`config.mk`:
```
export PLATFORM = sky130hd
export DESIGN_NAME = cfg_space_target
export DESIGN_NICKNAME = d
export VERILOG_FILES = /design/src/rtl/cfg_pkg.sv /design/src/rtl/cfg_bus_fsm.sv /design/src/rtl/cfg_regfile.sv /design/src/rtl/cfg_space_target.sv
export SDC_FILE = /design/constraint.sdc
export NUM_CORES = 1
export LEC_CHECK = 0
export BUFFER_PORTS_ARGS = -buffer_cell sky130_fd_sc_hd__buf_2
export CAP_MARGIN = 20
export CELL_PAD_IN_SITES_DETAIL_PLACEMENT = 0
export CELL_PAD_IN_SITES_GLOBAL_PLACEMENT = 1
export CORE_MARGIN = 5
export CORE_UTILIZATION = 25
export DETAILED_ROUTE_END_ITERATION = 8
export PLACE_DENSITY_LB_ADDON = 0.1
export SLEW_MARGIN = 15
export SYNTH_ARGS = -nofsm -noshare
export SYNTH_HDL_FRONTEND = slang
export SYNTH_SLANG_ARGS = --single-unit
```
`constraint.sdc`:
```
create_clock -name clk -period 3.2 [get_ports clk]
set_input_delay 0.64 -clock clk [delete_from_list [all_inputs] [get_ports clk]]
set_output_delay 0.64 -clock clk [all_outputs]
set_load 0.02 [all_outputs]
```
`src/rtl/cfg_pkg.sv`:
```
package cfg_pkg;

    localparam logic [3:0] CMD_CFG_RD = 4'b1010;
    localparam logic [3:0] CMD_CFG_WR = 4'b1011;

    localparam int IDX_W = 6;

    localparam logic [IDX_W-1:0] IDX_IDENT = 6'd0;
    localparam logic [IDX_W-1:0] IDX_CTRL  = 6'd1;
    localparam logic [IDX_W-1:0] IDX_CLASS = 6'd2;
    localparam logic [IDX_W-1:0] IDX_MISC  = 6'd3;
    localparam logic [IDX_W-1:0] IDX_BAR0  = 6'd4;
    localparam logic [IDX_W-1:0] IDX_SUBSY = 6'd11;
    localparam logic [IDX_W-1:0] IDX_INTR  = 6'd15;
    localparam int               IDX_USER0 = 16;

    typedef enum logic [1:0] {
        ST_IDLE,
        ST_WAIT,
        ST_XFER,
        ST_HOLD
    } bus_st_t;

    typedef struct packed {
        logic [IDX_W-1:0] idx;
        logic             wr;
    } cfg_req_t;

    function automatic logic [31:0] merge_bytes(input logic [31:0] old_v,
                                                input logic [31:0] new_v,
                                                input logic [3:0]  be_n);
        logic [31:0] res;
        for (int k = 0; k < 4; k++) begin
            res[8*k +: 8] = be_n[k] ? old_v[8*k +: 8] : new_v[8*k +: 8];
        end
        return res;
    endfunction

    function automatic logic is_cfg_cmd(input logic [3:0] cmd);
        return (cmd == CMD_CFG_RD) || (cmd == CMD_CFG_WR);
    endfunction

endpackage

```
`src/rtl/cfg_bus_fsm.sv`:
```
module cfg_bus_fsm
    import cfg_pkg::*;
(
    input  logic             clk,
    input  logic             rst,
    input  logic             frame_n_i,
    input  logic             irdy_n_i,
    input  logic             idsel_i,
    input  logic [3:0]       cbe_n_i,
    input  logic [7:0]       ad_lo_i,
    output logic             devsel_n_o,
    output logic             trdy_n_o,
    output logic             stop_n_o,
    output logic             ad_oe_o,
    output logic             load_rd_o,
    output logic             wr_fire_o,
    output logic [IDX_W-1:0] idx_o
);

    bus_st_t  st_q, st_d;
    cfg_req_t req_q;
    logic     frame_prev_q;
    logic     burst_q;
    logic     addr_phase;
    logic     claim;
    logic     fire;

    assign addr_phase = (st_q == ST_IDLE) && !frame_n_i && frame_prev_q;
    assign claim      = addr_phase && idsel_i && is_cfg_cmd(cbe_n_i)
                        && (ad_lo_i[1:0] == 2'b00);
    assign fire       = (st_q == ST_XFER) && !irdy_n_i;

    always_comb begin
        st_d = st_q;
        unique case (st_q)
            ST_IDLE: if (claim) st_d = ST_WAIT;
            ST_WAIT: st_d = ST_XFER;
            ST_XFER: if (fire) st_d = burst_q ? ST_HOLD : ST_IDLE;
            ST_HOLD: if (frame_n_i) st_d = ST_IDLE;
            default: st_d = ST_IDLE;
        endcase
    end

    always_ff @(posedge clk) begin
        if (rst) begin
            st_q         <= ST_IDLE;
            req_q        <= '0;
            frame_prev_q <= 1'b1;
            burst_q      <= 1'b0;
        end else begin
            st_q         <= st_d;
            frame_prev_q <= frame_n_i;
            if (claim) begin
                req_q.idx <= ad_lo_i[7:2];
                req_q.wr  <= (cbe_n_i == CMD_CFG_WR);
            end
            if (st_q == ST_WAIT) begin
                burst_q <= !frame_n_i;
            end
        end
    end

    assign devsel_n_o = (st_q == ST_IDLE);
    assign trdy_n_o   = (st_q != ST_XFER);
    assign stop_n_o   = !(((st_q == ST_XFER) && burst_q) || (st_q == ST_HOLD));
    assign ad_oe_o    = (st_q == ST_XFER) && !req_q.wr;
    assign load_rd_o  = (st_q == ST_WAIT);
    assign wr_fire_o  = fire && req_q.wr;
    assign idx_o      = req_q.idx;

endmodule

```
`src/rtl/cfg_regfile.sv`:
```
module cfg_regfile
    import cfg_pkg::*;
#(
    parameter logic [15:0] VENDOR_ID      = 16'h1AB5,
    parameter logic [15:0] DEVICE_ID      = 16'h0C42,
    parameter logic [7:0]  REV_ID         = 8'h03,
    parameter logic [23:0] CLASS_CODE     = 24'h118000,
    parameter logic [15:0] SUBSYS_VID     = 16'h1AB5,
    parameter logic [15:0] SUBSYS_ID      = 16'h0001,
    parameter logic [7:0]  IRQ_PIN        = 8'h01,
    parameter logic        CAP_66MHZ      = 1'b1,
    parameter int          BAR0_SIZE_LOG2 = 12,
    parameter int          USER_DWORDS    = 16
) (
    input  logic             clk,
    input  logic             rst,
    input  logic [IDX_W-1:0] idx_i,
    input  logic             wr_en_i,
    input  logic [31:0]      wr_data_i,
    input  logic [3:0]       wr_be_n_i,
    output logic [31:0]      rd_data_o,
    output logic [2:0]       cmd_en_o,
    output logic [31:0]      bar0_o,
    output logic [7:0]       irq_line_o
);

    localparam logic [31:0] BAR_MASK   = ~((32'h1 << BAR0_SIZE_LOG2) - 32'h1);
    localparam logic [15:0] STATUS_VAL = {10'h0, CAP_66MHZ, 5'h0};

    logic [2:0]  cmd_q;
    logic [7:0]  cls_q;
    logic [7:0]  lat_q;
    logic [31:0] bar_q;
    logic [7:0]  irq_q;
    logic [31:0] user_q [USER_DWORDS];
    logic [31:0] merged;
    logic [31:0] user_rd;

    assign merged = merge_bytes(32'h0, wr_data_i, wr_be_n_i);

    always_ff @(posedge clk) begin
        if (rst) begin
            cmd_q <= '0;
            cls_q <= '0;
            lat_q <= '0;
            bar_q <= '0;
            irq_q <= '0;
        end else if (wr_en_i) begin
            case (idx_i)
                IDX_CTRL: if (!wr_be_n_i[0]) cmd_q <= wr_data_i[2:0];
                IDX_MISC: begin
                    if (!wr_be_n_i[0]) cls_q <= wr_data_i[7:0];
                    if (!wr_be_n_i[1]) lat_q <= wr_data_i[15:8];
                end
                IDX_BAR0: bar_q <= merge_bytes(bar_q, wr_data_i, wr_be_n_i) & BAR_MASK;
                IDX_INTR: if (!wr_be_n_i[0]) irq_q <= wr_data_i[7:0];
                default: ;
            endcase
        end
    end

    for (genvar g = 0; g < USER_DWORDS; g++) begin : g_user
        always_ff @(posedge clk) begin
            if (rst) begin
                user_q[g] <= '0;
            end else if (wr_en_i && (idx_i == IDX_W'(IDX_USER0 + g))) begin
                user_q[g] <= merge_bytes(user_q[g], wr_data_i, wr_be_n_i);
            end
        end
    end

    always_comb begin
        user_rd = '0;
        for (int k = 0; k < USER_DWORDS; k++) begin
            if (idx_i == IDX_W'(IDX_USER0 + k)) user_rd = user_q[k];
        end
    end

    always_comb begin
        case (idx_i)
            IDX_IDENT: rd_data_o = {DEVICE_ID, VENDOR_ID};
            IDX_CTRL:  rd_data_o = {STATUS_VAL, 13'h0, cmd_q};
            IDX_CLASS: rd_data_o = {CLASS_CODE, REV_ID};
            IDX_MISC:  rd_data_o = {16'h0, lat_q, cls_q};
            IDX_BAR0:  rd_data_o = bar_q;
            IDX_SUBSY: rd_data_o = {SUBSYS_ID, SUBSYS_VID};
            IDX_INTR:  rd_data_o = {16'h0, IRQ_PIN, irq_q};
            default:   rd_data_o = user_rd;
        endcase
    end

    assign cmd_en_o   = cmd_q;
    assign bar0_o     = bar_q;
    assign irq_line_o = irq_q;

    logic unused_merge;
    assign unused_merge = ^merged;

endmodule

```
`src/rtl/cfg_space_target.sv`:
```
module cfg_space_target
    import cfg_pkg::*;
#(
    parameter logic [15:0] VENDOR_ID      = 16'h1AB5,
    parameter logic [15:0] DEVICE_ID      = 16'h0C42,
    parameter logic [7:0]  REV_ID         = 8'h03,
    parameter logic [23:0] CLASS_CODE     = 24'h118000,
    parameter logic [15:0] SUBSYS_VID     = 16'h1AB5,
    parameter logic [15:0] SUBSYS_ID      = 16'h0001,
    parameter logic [7:0]  IRQ_PIN        = 8'h01,
    parameter logic        CAP_66MHZ      = 1'b1,
    parameter int          BAR0_SIZE_LOG2 = 12,
    parameter int          USER_DWORDS    = 16
) (
    input  logic        clk,
    input  logic        rst,
    input  logic        frame_n_i,
    input  logic        irdy_n_i,
    input  logic        idsel_i,
    input  logic [3:0]  cbe_n_i,
    input  logic [31:0] ad_i,
    output logic [31:0] ad_o,
    output logic        ad_oe_o,
    output logic        devsel_n_o,
    output logic        trdy_n_o,
    output logic        stop_n_o,
    output logic [2:0]  cmd_en_o,
    output logic [31:0] bar0_o,
    output logic [7:0]  irq_line_o
);

    logic [IDX_W-1:0] idx;
    logic             load_rd;
    logic             wr_fire;
    logic [31:0]      rd_data;
    logic [31:0]      ad_q;

    cfg_bus_fsm i_fsm (
        .clk        (clk),
        .rst        (rst),
        .frame_n_i  (frame_n_i),
        .irdy_n_i   (irdy_n_i),
        .idsel_i    (idsel_i),
        .cbe_n_i    (cbe_n_i),
        .ad_lo_i    (ad_i[7:0]),
        .devsel_n_o (devsel_n_o),
        .trdy_n_o   (trdy_n_o),
        .stop_n_o   (stop_n_o),
        .ad_oe_o    (ad_oe_o),
        .load_rd_o  (load_rd),
        .wr_fire_o  (wr_fire),
        .idx_o      (idx)
    );

    cfg_regfile #(
        .VENDOR_ID      (VENDOR_ID),
        .DEVICE_ID      (DEVICE_ID),
        .REV_ID         (REV_ID),
        .CLASS_CODE     (CLASS_CODE),
        .SUBSYS_VID     (SUBSYS_VID),
        .SUBSYS_ID      (SUBSYS_ID),
        .IRQ_PIN        (IRQ_PIN),
        .CAP_66MHZ      (CAP_66MHZ),
        .BAR0_SIZE_LOG2 (BAR0_SIZE_LOG2),
        .USER_DWORDS    (USER_DWORDS)
    ) i_regs (
        .clk        (clk),
        .rst        (rst),
        .idx_i      (idx),
        .wr_en_i    (wr_fire),
        .wr_data_i  (ad_i),
        .wr_be_n_i  (cbe_n_i),
        .rd_data_o  (rd_data),
        .cmd_en_o   (cmd_en_o),
        .bar0_o     (bar0_o),
        .irq_line_o (irq_line_o)
    );

    always_ff @(posedge clk) begin
        if (rst) begin
            ad_q <= '0;
        end else if (load_rd) begin
            ad_q <= rd_data;
        end
    end

    assign ad_o = ad_q;

endmodule

```
* Word-level counts from Yosys, hierarchy flattened
Memory sizes are Yosys's and may differ from the RTL's.
Cells that the tools add are included.
** Storage, ports and cells
- Memories :: 1
- Memory bits (writable) :: 512
- Output and inout port bits :: 79
- Input bits :: 41
- Bits in registers :: 90
** Memories
- i_regs.user_q :: words 16, bits a word 32, rd ports 16, clocked after memory_dff 0, write ports 16, RTL line cfg_regfile.sv:35 : logic [31:0] user_q [USER_DWORDS];
** Operators by class
- Eq/ne operators :: 31
- Reduce and logical (&&, ||, !) cells :: 42
- Bitwise logic cells :: 20
- Mux-type cells :: 152
** Operators by type and width (number)
- $mux W32 :: 32
- $mux W8 :: 64
- $pmux W32 S7 :: 1
- $eq A6 B5 Y1 const B :: 16
- $mux W1 :: 50
- $logic_and A1 B1 Y1 :: 25
- $reduce_and A3 Y1 :: 8
- $or A1 B1 Y1 :: 16
- $eq A6 B2 Y1 const B :: 2
- $eq A6 B4 Y1 const B :: 2
- $eq A4 B4 Y1 const B :: 2
- $mux W2 :: 4
- $pmux W2 S4 :: 1
- $eq A6 B1 Y1 const B :: 1
- $eq A6 B3 Y1 const B :: 1
- $logic_not A6 Y1 :: 1
- $eq A2 B2 Y1 const B :: 2
- $logic_not A1 Y1 :: 4
- $logic_not A2 Y1 :: 2
- $ne A2 B1 Y1 const B :: 2
- $ne A2 B2 Y1 const B :: 2
- $not A1 Y1 :: 4
- $eq A2 B1 Y1 const B :: 1
- $logic_or A1 B1 Y1 :: 2

* Depth between registers and ports, before layout
Gate-level depths: netlist of run 1.
- Depth after elaboration :: 18
- Mapped depth :: 11
- Depth with buffers taken out :: 6

* Hierarchy
From an unflattened synthesis of run 1, not the netlist that was laid out.
** Second synthesis, totals
- Cell total of the unflattened synthesis :: 2392
- Area, all modules :: 28486.1 um^2
** Modules (own cells, without submodules)
- cfg_regfile :: cells each 2227, instances 1, seq. area each 16315.6 um^2, area each 26790.7 um^2
- cfg_space_target :: cells each 103, instances 1, seq. area each 640.6 um^2, area each 1163.6 um^2
- cfg_bus_fsm :: cells each 62, instances 1, seq. area each 220.2 um^2, area each 531.8 um^2

* Least setup slack after synthesis of run 1
Ideal clock, no wire load.
- Path type :: input port to flip-flop
- Start :: input irdy_n_i
- End :: memory i_regs.user_q[8][7] (netlist: i_regs.user_q[2][7]), data pin
- Arrival :: 2.109 ns
- Setup slack :: 0.959 ns
- Buffers on the path :: 3
- Cell stages on the path :: 7
- Data required time :: 3.068 ns
- Path through :: nand3b_2 > or2_2 > clkbuf_1 > buf_2 > nor2_1 > clkbuf_1 > and2_1
** RTL lines
- start, declared :: RTL line cfg_space_target.sv:18 : input logic irdy_n_i,
- end, declared :: RTL line cfg_regfile.sv:35

* Final worst setup path of run 1
- Start :: register i_fsm.idx_o[5] (netlist name)
- End :: register ad_q[28] (netlist: ad_o[28])
** On the way
- Cells in the longest elaborated chain, start to end :: 18
- Elaborated cells on any way between the ends :: 40
- Classes of those cells :: 22 x eq/ne; 17 x mux; 1 x reduce/logical
** RTL lines
- $eq A6 B5 Y1 :: RTL line cfg_regfile.sv:75 : if (idx_i == IDX_W'(IDX_USER0 + k)) user_rd = user_q[k];
- $mux W32 (16 in a row) :: RTL line cfg_regfile.sv:75
- $pmux W32 S7 * :: RTL line cfg_regfile.sv:80 : case (idx_i)
- end signal, assigned :: RTL line cfg_space_target.sv:83 : ad_q <= rd_data;
- end, declared :: RTL line cfg_space_target.sv:36 : logic [31:0] ad_q;
Every way passes the cells marked *; elsewhere a longest branch is shown, timed or not.
A chain may end at the register's enable or synchronous reset.

==> results.py, run 1 <==
metrics = {
    "outcome": {
        "status": "finished, final reports clean",
    },
    "power_and_ir_drop": {
        "vdd_drop_max_uv": 278,
        "clock_power_share_pct": 47.5,
        "switchingPower_mw": 3.95,
        "comb_power_share_pct": 2.8,
        "p_sw_share_pct": 22.3,
        "p_leak_nw": 12.3,
        "p_per_area_nw_per_um2": 529,
        "internal-power_mw": 13.8,
        "seq_power_share_pct": 49.7,
    },
    "critical_path": {
        "crit_arrival_ns": 3.66,
        "rrSetupSlack_ns": 0.005,
        "rr_endpoint": "ad_o[28]",
        "cp_max_fo": 15,
        "r2r_start": "i_fsm.idx_o[5]",
        "crit_type": "register to register",
        "crit_path_end_kind": "register",
        "required_ns": 3.66,
        "r2r_cells": 9,
        "worst_setup_path_start_kind": "register",
    },
    "die": {
        "start_util_pct": 25.1,
        "die_y_um": 345,
        "dieArea_um2": 119000,
        "io_pins": 120,
        "core_um2": 112000,
        "rows": 123,
        "die_w_um": 345,
    },
    "place": {
        "hpwl_mm": 84.6,
        "pre_cts_ws_ns": 0.00575,
        "dp.cells": 3984,
        "dpl_cell_area_um2": 31100,
        "numPortBuffers": 107,
        "gp_congestion": 0.793,
    },
    "sta": {
        "rsz0062_at_grt": "no",
        "worst_pin_slew_ns": 1.06,
        "finalCritPeriodShare_pct": 99.9,
        "setup_viol": 0,
        "fin_ws_ns": 0.00467,
        "slew_headroom_pct": 29.3,
        "finalSetupTns_ns": 0,
        "final_hold_viol_count": 0,
        "finalCriticalPeriod_ns": 3.20,
        "drv_slew": 0,
        "fin_skew_ns": 0.0403,
        "clock.fmax_mhz": 313,
    },
    "clock_tree": {
        "ctsRootBufferMaster": "clkbuf_16",
        "cts_made_buffers": 75,
        "clk_path_buf_depth": 3,
        "cts_hold_buffers": 0,
        "h-tree-depth": 3,
        "clk_latency_ns": 0.65,
        "clk_pin_slew_ns": 0.06,
        "cts_tree": "yes",
        "clock-sinks": 602,
    },
    "layout": {
        "most-common-layout-cells": "516 x and2_1, 512 x edfxtp_1, 153 x buf_4",
        "layout_commonest_cell": "and2_1",
        "fin_nets": 2602,
        "syn_to_final_growth_pct": 19.3,
        "drive_above_1_share_pct": 17.2,
        "nFillCells": 11600,
        "finalNonFillerCells": 4122,
        "final_cell_area_um2": 33500,
    },
    "yosys": {
        "yosys.cell_types.count": 83,
        "synth.top_cell.area_share_pct": 54.7,
        "synthFlopType": "edfxtp_1",
        "async_flop_share_pct": 0,
        "synth_edf_count": 512,
        "synthCells": 2432,
        "synthTopCellsByArea": "edfxtp_1 55%, and2_1 11%, dfxtp_1 6.4%",
        "synth.largest_area_cell": "edfxtp_1",
        "syn_area_per_cell_um2": 11.6,
        "ys_warn_count": 0,
        "syn_area_um2": 28100,
        "ys_ff_latch": 602,
        "ys_seq_area_share_pct": 61.1,
    },
    "detailed_routing": {
        "first_pass_iters": 7,
        "finalWirelength_mm": 122,
        "ant_nets": 0,
        "via_per_inst": 4.95,
        "drt_iter0_markers": 1519,
        "drcViolationCount": 0,
        "wire_per_inst_um": 29.5,
        "num_vias": 20400,
    },
    "global_routing": {
        "first_global_vias": 20500,
        "grt_overflow_total": 0,
        "grt_pass1_wl_mm": 168,
        "grt_use_total_pct": 19.8,
        "antenna_found_initial": 7,
        "grt_max_degree": 101,
    },
    "min_path": {
        "hold_path.class": "input pin to register",
        "hold_end": "i_fsm.burst_q",
        "min_from": "frame_n_i",
        "min_delay_path_depth": 2,
    },
    "run": {
        "cap_violations": 0,
    },
}
[routing by layer]
metal  global-route usage (%)  up-vias  routed length (um)
li1                         -     9179                   -
met1                     26.3    10500               53500
met2                     33.4      583               58700
met3                     2.88      166                5660
met4                     5.91        0                3860
met5                        0        -                   0
[cell type report]
class                      count  area (um^2)  area share (%)
antenna                        4         10.0          0.0299
clock buffer                 109         2150            6.42
clock inverter                25          220           0.657
inverter                      10         37.5           0.112
multi-input combinational   1596        10000            29.9
sequential                   602        17200            51.3
tap                         1500         1880            5.60
timing repair buffer         276         2010            6.00
[synth_stat cells, types with 13 or more instances]
master and n:
and2_1 516, edfxtp_1 512, nor2_1 154, clkbuf_1 153, nand2_1 142, a21oi_1 125
dfxtp_1 90, a22oi_1 67, a21o_1 65, o21ai_0 57, buf_2 49, a221oi_1 40
o22ai_1 31, nor3_1 29, nand3_1 28, mux2i_1 27, a211oi_1 23, buf_4 22
o211ai_1 19, o221ai_1 17, and3_1 13
[power by group through the flow]
stage / clock [mW] / combinational, mW / sequential (mW)
after floorplan: 0 / 0.244 / 8.92
after global placement: 0 / 0.513 / 8.97
after detailed placement: 0 / 0.511 / 8.97
after CTS: 8.61 / 0.513 / 8.80
after global routing: 8.91 / 0.528 / 8.82
final: 8.41 / 0.494 / 8.80
[repair_timing]
action / 4_1_cts / 5_1_grt
resized for setup: 1 / 2
setup buffers: 0 / 0
pin swaps: 0 / 0
setup endpoints to repair: 1 / 2
[stage by stage]
stage	hold slack, ns	power (mW)	util [%]
after floorplan	0.433	9.16	-
after global placement	0.442	9.48	27.8
after detailed placement	0.448	9.48	27.8
after CTS	0.211	17.9	29.9
after global routing	0.250	18.3	29.9
final	0.261	17.7	29.9
[flip-flops by register name, indices dropped and copies added (netlist names), 2 cells and up]
register           flops
i_fsm.idx_o            6
i_regs.cls_q           8
ad_o                  32
i_regs.user_q        512
i_regs.bar0_o         20
i_regs.irq_line_o      8
i_regs.cmd_en_o        3
i_regs.lat_q           8
i_fsm.st_q             2
[how the worst max path moves through the flow]
stage | start | to | slack (ns)
floorplan | irdy_n_i | i_regs.user_q[2][7] | 0.96
CTS | i_fsm.idx_o[5] | ad_o[28] | 0.03
finish | i_fsm.idx_o[5] | ad_o[28] | 0.005
detailed placement | i_fsm.idx_o[5] | ad_o[19] | 0.006
global placement | i_fsm.idx_o[5] | ad_o[28] | -0.18
global route | i_fsm.idx_o[5] | ad_o[28] | 0.02
[cells by family after synthesis]
family | count (synthesis) | share of synthesized area, %
compound gates | 572 | 14.4
xor+xnor | 1 | 0.0312
buf+inv | 245 | 3.79
flops | 602 | 61.1
mux | 33 | 1.20
other cells | 1 | 0.0133
simple gates | 978 | 19.5
[worst max-delay path: stages (launching register included)]
cell       delay, ns
dfxtp_1         0.56
buf_4           0.29
nand4b_1        0.22
buf_4           0.22
nor2_2          0.05
buf_4           0.24
a22oi_1         0.18
nand4_1         0.11
a2111oi_1       0.85
o21ai_0         0.25
Note: power is estimated with default switching activity, not from simulation.
==> run 2: changes to the inputs <==
CORE_UTILIZATION = 54   (was 25)
CTS_CLUSTER_DIAMETER = 40   (was not set)
==> results.py, run 2 (same netlist as run 1, synthesis figures left out) <==
metrics = {
    "critical_path": {
        "crit_path_end_kind": "register",
        "cp_cell_sequence": "buf_4 > nand4bb_1 > nor2_1 > buf_4 > a22oi_1 > nand4_1 > a2111oi_1 > o21ai_0",
        "crit_end": "ad_o[28]",
        "critPathTopFamily": "compound AO/OA/AOI/OAI gates",
        "required_ns": 3.67,
        "worst-path-buf-inv": 2,
        "cpMostUsedCell": "buf_4",
        "rr_endpoint": "ad_o[28]",
        "worst_setup_path_start_kind": "register",
        "crit_arrival_ns": 3.55,
        "r2r_cells": 8,
        "cp_max_fo": 28,
        "crit_type": "register to register",
        "max_stage_delay_ns": 0.81,
        "r2r_start": "i_fsm.idx_o[3]",
        "cp_num_cells": 8,
        "setup.worst_path.start": "i_fsm.idx_o[3]",
        "rrSetupSlack_ns": 0.11,
        "slowest_stage": "a2111oi_1",
    },
    "sta": {
        "finalSetupTns_ns": 0,
        "fin_ws_ns": 0.113,
        "setup_viol": 0,
        "fin_skew_ns": 0.0177,
        "final_hold_viol_count": 0,
        "finalCritPeriodShare_pct": 96.5,
        "drv_slew": 0,
        "hold_slack_ns": 0.264,
        "finalCriticalPeriod_ns": 3.09,
        "worst_pin_slew_ns": 1.07,
        "slew_headroom_pct": 26.8,
        "clock.fmax_mhz": 324,
        "rsz0062_at_grt": "no",
    },
    "layout": {
        "drive_above_1_share_pct": 17.5,
        "syn_to_final_growth_pct": 16.6,
        "largest_register_ffs": 512,
        "nFillCells": 3974,
        "regMostFlops": "i_regs.user_q",
        "layout_commonest_cell": "and2_1",
        "finalNonFillerCells": 3292,
        "most-common-layout-cells": "516 x and2_1, 512 x edfxtp_1, 142 x nor2_1, 142 x nand2_1, 125 x a21oi_1",
        "fin_nets": 2576,
        "final_core_util_pct": 63.7,
        "final_cell_area_um2": 32800,
        "n_antenna_cell": 0,
    },
    "place": {
        "dpl_cell_area_um2": 29600,
        "pre_cts_ws_ns": 0.175,
        "dp.cells": 3120,
        "hpwl_mm": 64.4,
        "gp_congestion": 0.920,
        "numPortBuffers": 107,
    },
    "clock_tree": {
        "cts_hold_buffers": 0,
        "clk_latency_ns": 0.64,
        "cts-resized-gates": 0,
        "clk_pin_slew_ns": 0.06,
        "cts_tree": "yes",
        "cts_setup_buffers": 0,
        "h-tree-depth": 3,
        "ctsRootBufferMaster": "clkbuf_16",
        "clk_path_buf_depth": 3,
        "cts_made_buffers": 91,
        "clock-sinks": 602,
    },
    "die": {
        "die_w_um": 238,
        "io_pins": 120,
        "start_util_pct": 54.6,
        "rows": 83,
        "dieArea_um2": 56700,
        "core_um2": 51400,
        "die_y_um": 238,
    },
    "power_and_ir_drop": {
        "p_per_area_nw_per_um2": 593,
        "vdd_drop_max_uv": 427,
        "p_leak_nw": 12.4,
        "p_total_mw": 19.4,
    },
    "global_routing": {
        "grt_use_total_pct": 32.9,
        "grt_overflow_total": 0,
        "first_global_vias": 20400,
        "antenna_found_initial": 2,
        "grt_pass1_wl_mm": 138,
        "grt_max_degree": 112,
    },
    "outcome": {
        "status": "finished, final reports clean",
    },
    "detailed_routing": {
        "wire_per_inst_um": 28.9,
        "first_pass_iters": 5,
        "finalWirelength_mm": 95.1,
        "num_vias": 21100,
        "via_per_inst": 6.40,
        "drt_iter0_markers": 2394,
        "ant_nets": 0,
        "drcViolationCount": 0,
    },
    "run": {
        "cap_violations": 0,
    },
    "min_path": {
        "hold_path.class": "input pin to register",
    },
}
-- run 2: final cells by class --
class	count	area [um^2]	area share [%]
inverter	10	37.5	0.115
tap	680	851	2.60
sequential	602	17200	52.4
clock buffer	105	2430	7.43
timing repair buffer	234	1540	4.71
clock inverter	65	709	2.17
multi-input combinational	1596	10000	30.5
-- run 2: worst min-delay path by stage --
stage / slack (ns) / start / endpoint / depth (start not counted)
after floorplan: 0.43 / i_regs.cls_q[2] / i_regs.cls_q[2] / 2
after global placement: 0.44 / i_regs.lat_q[4] / i_regs.lat_q[4] / 2
after detailed placement: 0.45 / i_regs.lat_q[2] / i_regs.lat_q[2] / 2
after CTS: 0.24 / frame_n_i / i_fsm.burst_q / 2
after global routing: 0.26 / frame_n_i / i_fsm.burst_q / 2
final: 0.26 / frame_n_i / i_fsm.burst_q / 2
-- run 2: where the power goes --
| part | internal, mW | switching [mW] | total (mW) | leakage (nW) |
|---|---|---|---|---|
| clock network | 6.29 | 3.88 | 10.2 | 1.52 |
| registers | 8.72 | 0.0803 | 8.80 | 5.98 |
| logic | 0.0760 | 0.369 | 0.445 | 4.92 |
| total | 15.1 | 4.32 | 19.4 | 12.4 |
-- run 2: worst reg2reg max path, delay by kind of cell (launching register included) --
kind | cells | cell delay [ns]
AO/OA/AOI/OAI | 3 | 1.29
buffers and inverters | 2 | 0.60
AND/OR/NAND/NOR | 3 | 0.58
flip-flops | 1 | 0.44
-- run 2: metal layers --
layer | part of all wire (%) | global-route usage [%] | vias to the layer above
met5 | 0.013 | 0 | -
met4 | 4.6 | 13.2 | 2
met3 | 9.1 | 5.72 | 228
met2 | 48 | 54.0 | 1237
met1 | 38 | 43.9 | 10500
li1 | - | - | 9119
==> run 3: changes to the inputs <==
ABC_AREA = 1   (was not set)
CORE_UTILIZATION = 52   (was 54)
==> results.py, run 3 <==
metrics = {
    "die": {
        "dieArea_um2": 55500,
        "die_w_um": 236,
        "start_util_pct": 52.6,
        "die_y_um": 236,
        "rows": 82,
        "io_pins": 120,
        "core_um2": 50300,
    },
    "critical_path": {
        "crit_type": "register to register",
        "crit_path_end_kind": "register",
        "required_ns": 3.69,
        "cpMostUsedCell": "nor2_1",
        "worst-path-buf-inv": 2,
        "worst_setup_path_start_kind": "register",
        "max_stage_delay_ns": 0.49,
        "critPathTopFamily": "simple AND/OR/NAND/NOR gates",
        "slowest_stage": "nand2_2",
        "cp_cell_sequence": "inv_1 > nand2_4 > nor2_8 > nand2_2 > buf_4 > nor2_1 > nor2_1 > nand4_1 > nor2_1 > nand3_1 > nand2_1 > nand3_1 > nand2_1 > nand4_1 > nor2_1 > nor2_1",
        "crit_arrival_ns": 3.30,
        "cp_max_fo": 26,
    },
    "power_and_ir_drop": {
        "comb_power_share_pct": 2.9,
        "p_total_mw": 18.7,
        "switchingPower_mw": 4.01,
        "clock_power_share_pct": 50.2,
        "p_sw_share_pct": 21.5,
        "p_per_area_nw_per_um2": 602,
        "vdd_drop_max_uv": 365,
        "p_leak_nw": 12.6,
        "internal-power_mw": 14.7,
        "seq_power_share_pct": 46.9,
    },
    "yosys": {
        "syn_area_per_cell_um2": 9.53,
        "synth_xor_xnor_area_share_pct": 0,
        "synthFlopType": "edfxtp_1",
        "synth_edf_count": 512,
        "ys_warn_count": 0,
        "synthSimpleGateAreaFrac_pct": 24.2,
        "synthTopCellsByArea": "edfxtp_1 58%, nor2_1 11%, nand2_1 7.3%",
        "yosys.cell_types.count": 36,
        "synth-compound-area-share_pct": 4.85,
        "synth.largest_area_cell": "edfxtp_1",
        "synth.top_cell.area_share_pct": 58.1,
        "synthMuxAreaShare_pct": 0,
        "synth.most_common_cell": "nor2_1",
        "ys_seq_area_share_pct": 64.9,
        "synthTopCellsByCount": "746 x nor2_1, 513 x nand2_1, 512 x edfxtp_1",
        "synth_top_family_by_area": "simple AND/OR/NAND/NOR gates",
        "async_flop_share_pct": 0,
        "syn_area_um2": 26400,
        "synthAdderAreaFrac_pct": 0,
        "synthCells": 2774,
        "ys_ff_latch": 602,
    },
    "sta": {
        "rsz0062_at_grt": "no",
        "setup_viol": 0,
        "final_hold_viol_count": 0,
        "clock.fmax_mhz": 355,
        "drv_slew": 0,
        "hold_slack_ns": 0.245,
        "finalCriticalPeriod_ns": 2.81,
        "finalCritPeriodShare_pct": 87.9,
        "fin_skew_ns": 0.0227,
        "slew_headroom_pct": 28.0,
        "finalSetupTns_ns": 0,
        "worst_pin_slew_ns": 1.08,
    },
    "global_routing": {
        "grt_max_degree": 42,
        "grt_overflow_total": 0,
        "grt_pass1_wl_mm": 115,
        "first_global_vias": 19300,
        "grt_use_total_pct": 26.5,
        "antenna_found_initial": 0,
    },
    "outcome": {
        "status": "finished, final reports clean",
    },
    "clock_tree": {
        "clk_path_buf_depth": 3,
        "clk_pin_slew_ns": 0.06,
        "cts_setup_buffers": 0,
        "cts_tree": "yes",
        "h-tree-depth": 3,
        "clock-sinks": 602,
        "ctsRootBufferMaster": "clkbuf_16",
        "cts-resized-gates": 0,
        "clk_latency_ns": 0.61,
        "cts_hold_buffers": 0,
        "cts_made_buffers": 82,
    },
    "layout": {
        "multiInputGateArea_um2": 7740,
        "layout_commonest_cell": "nor2_1",
        "syn_to_final_growth_pct": 17.2,
        "largest_register_ffs": 512,
        "drive_above_1_share_pct": 14.9,
        "most-common-layout-cells": "740 x nor2_1, 513 x nand2_1, 512 x edfxtp_1",
        "n_antenna_cell": 0,
        "final-seq-area_um2": 17200,
        "regMostFlops": "i_regs.user_q",
        "nFillCells": 4335,
        "fin_nets": 2967,
        "final_core_util_pct": 61.7,
    },
    "run": {
        "cap_violations": 0,
    },
    "place": {
        "hpwl_mm": 51.4,
        "numPortBuffers": 107,
        "gp_congestion": 0.885,
    },
    "detailed_routing": {
        "dr.max_layer_used": "met4",
        "dr_wl_met3_mm": 5.66,
        "met2_length_mm": 35.5,
        "drcViolationCount": 0,
        "first_pass_iters": 5,
        "routedLengthMet1_mm": 32.7,
        "num_vias": 20100,
        "finalWirelength_mm": 75.3,
        "drt_iter0_markers": 1882,
        "wire_per_inst_um": 20.5,
        "ant_nets": 0,
        "via_per_inst": 5.48,
    },
    "min_path": {
        "hold_path.class": "input pin to register",
    },
}
## run 3: cell types whose count changed after synthesis, moves of 30 or more
cell / change
a221oi_1: -35
a22oi_1: -66
and2_1: -516
or2_0: +30
a21oi_1: -36
nand3_1: +66
clkinv_1: +30
o21ai_0: +73
inv_1: +148
nand4_1: +94
nor2_1: +592
o22ai_1: -31
nand2_1: +371
a21o_1: -65
## run 3: path summary, 6_finish.rpt
kind / slack (ns) / cells after the start / startpoint / to
worst max-delay path: 0.39 / 16 / i_fsm.idx_o[5] / ad_o[18]
worst max register to register: 0.39 / 16 / i_fsm.idx_o[5] / ad_o[18]
worst min-delay path: 0.24 / 2 / frame_n_i / i_fsm.burst_q
worst min register to register: 0.52 / 2 / ad_o[30] / ad_o[30]
## run 3: final cells by class
type                    count  share of cell area (%)
inverters                 203                    2.46
clock inverters            45                    1.61
multi-input cells        1789                    25.0
well taps                 672                    2.71
repair buffers            248                    5.22
flip-flops and latches    602                    55.4
clock buffers             106                    7.60
## run 3: power by group through the flow
stage                     Combinational [mW]  Sequential, mW  Clock [mW]
after CTS                              0.539            8.77        9.46
after global routing                   0.578            8.78        9.84
after global placement                 0.527            8.92           0
final                                  0.540            8.76        9.36
after floorplan                        0.265            8.92           0
after detailed placement               0.537            8.93           0
## run 3: cell families (layout without fill, tap and decap cells)
group | Yosys count | in the layout
compound gates | 243 | 243
buf+inv | 394 | 602
flops | 602 | 602
other cells | 1 | 12
simple gates | 1534 | 1534
## run 3: layer usage
metal / global-route usage [%] / up-vias
met5: 0 / -
met4: 7.30 / 0
met2: 42.5 / 799
met1: 38.0 / 9772
li1: - / 9437
met3: 4.03 / 94
## run 3: stage by stage
| step | instance area (um^2) | worst slack (ns) | std cells |
|---|---|---|---|
| 6_report | 31000 | 0.386 | 3665 |
| 5_1_grt | 31000 | 0.174 | 3665 |
| 4_1_cts | 31000 | 0.380 | 3665 |
| 3_5_place_dp | 28100 | 0.394 | 3514 |
| 3_3_place_gp | 28100 | 0.445 | 3514 |
| 2_1_floorplan | 26500 | 0.775 | 2785 |
## run 3: worst register-to-register path, stage by stage (launching register included)
cell	delay (ns)
dfxtp_1	0.36
inv_1	0.09
nand2_4	0.18
nor2_8	0.11
nand2_2	0.50
buf_4	0.25
nor2_1	0.04
nor2_1	0.18
nand4_1	0.17
nor2_1	0.15
nand3_1	0.11
nand2_1	0.09
nand3_1	0.08
nand2_1	0.10
nand4_1	0.13
nor2_1	0.11
nor2_1	0.04
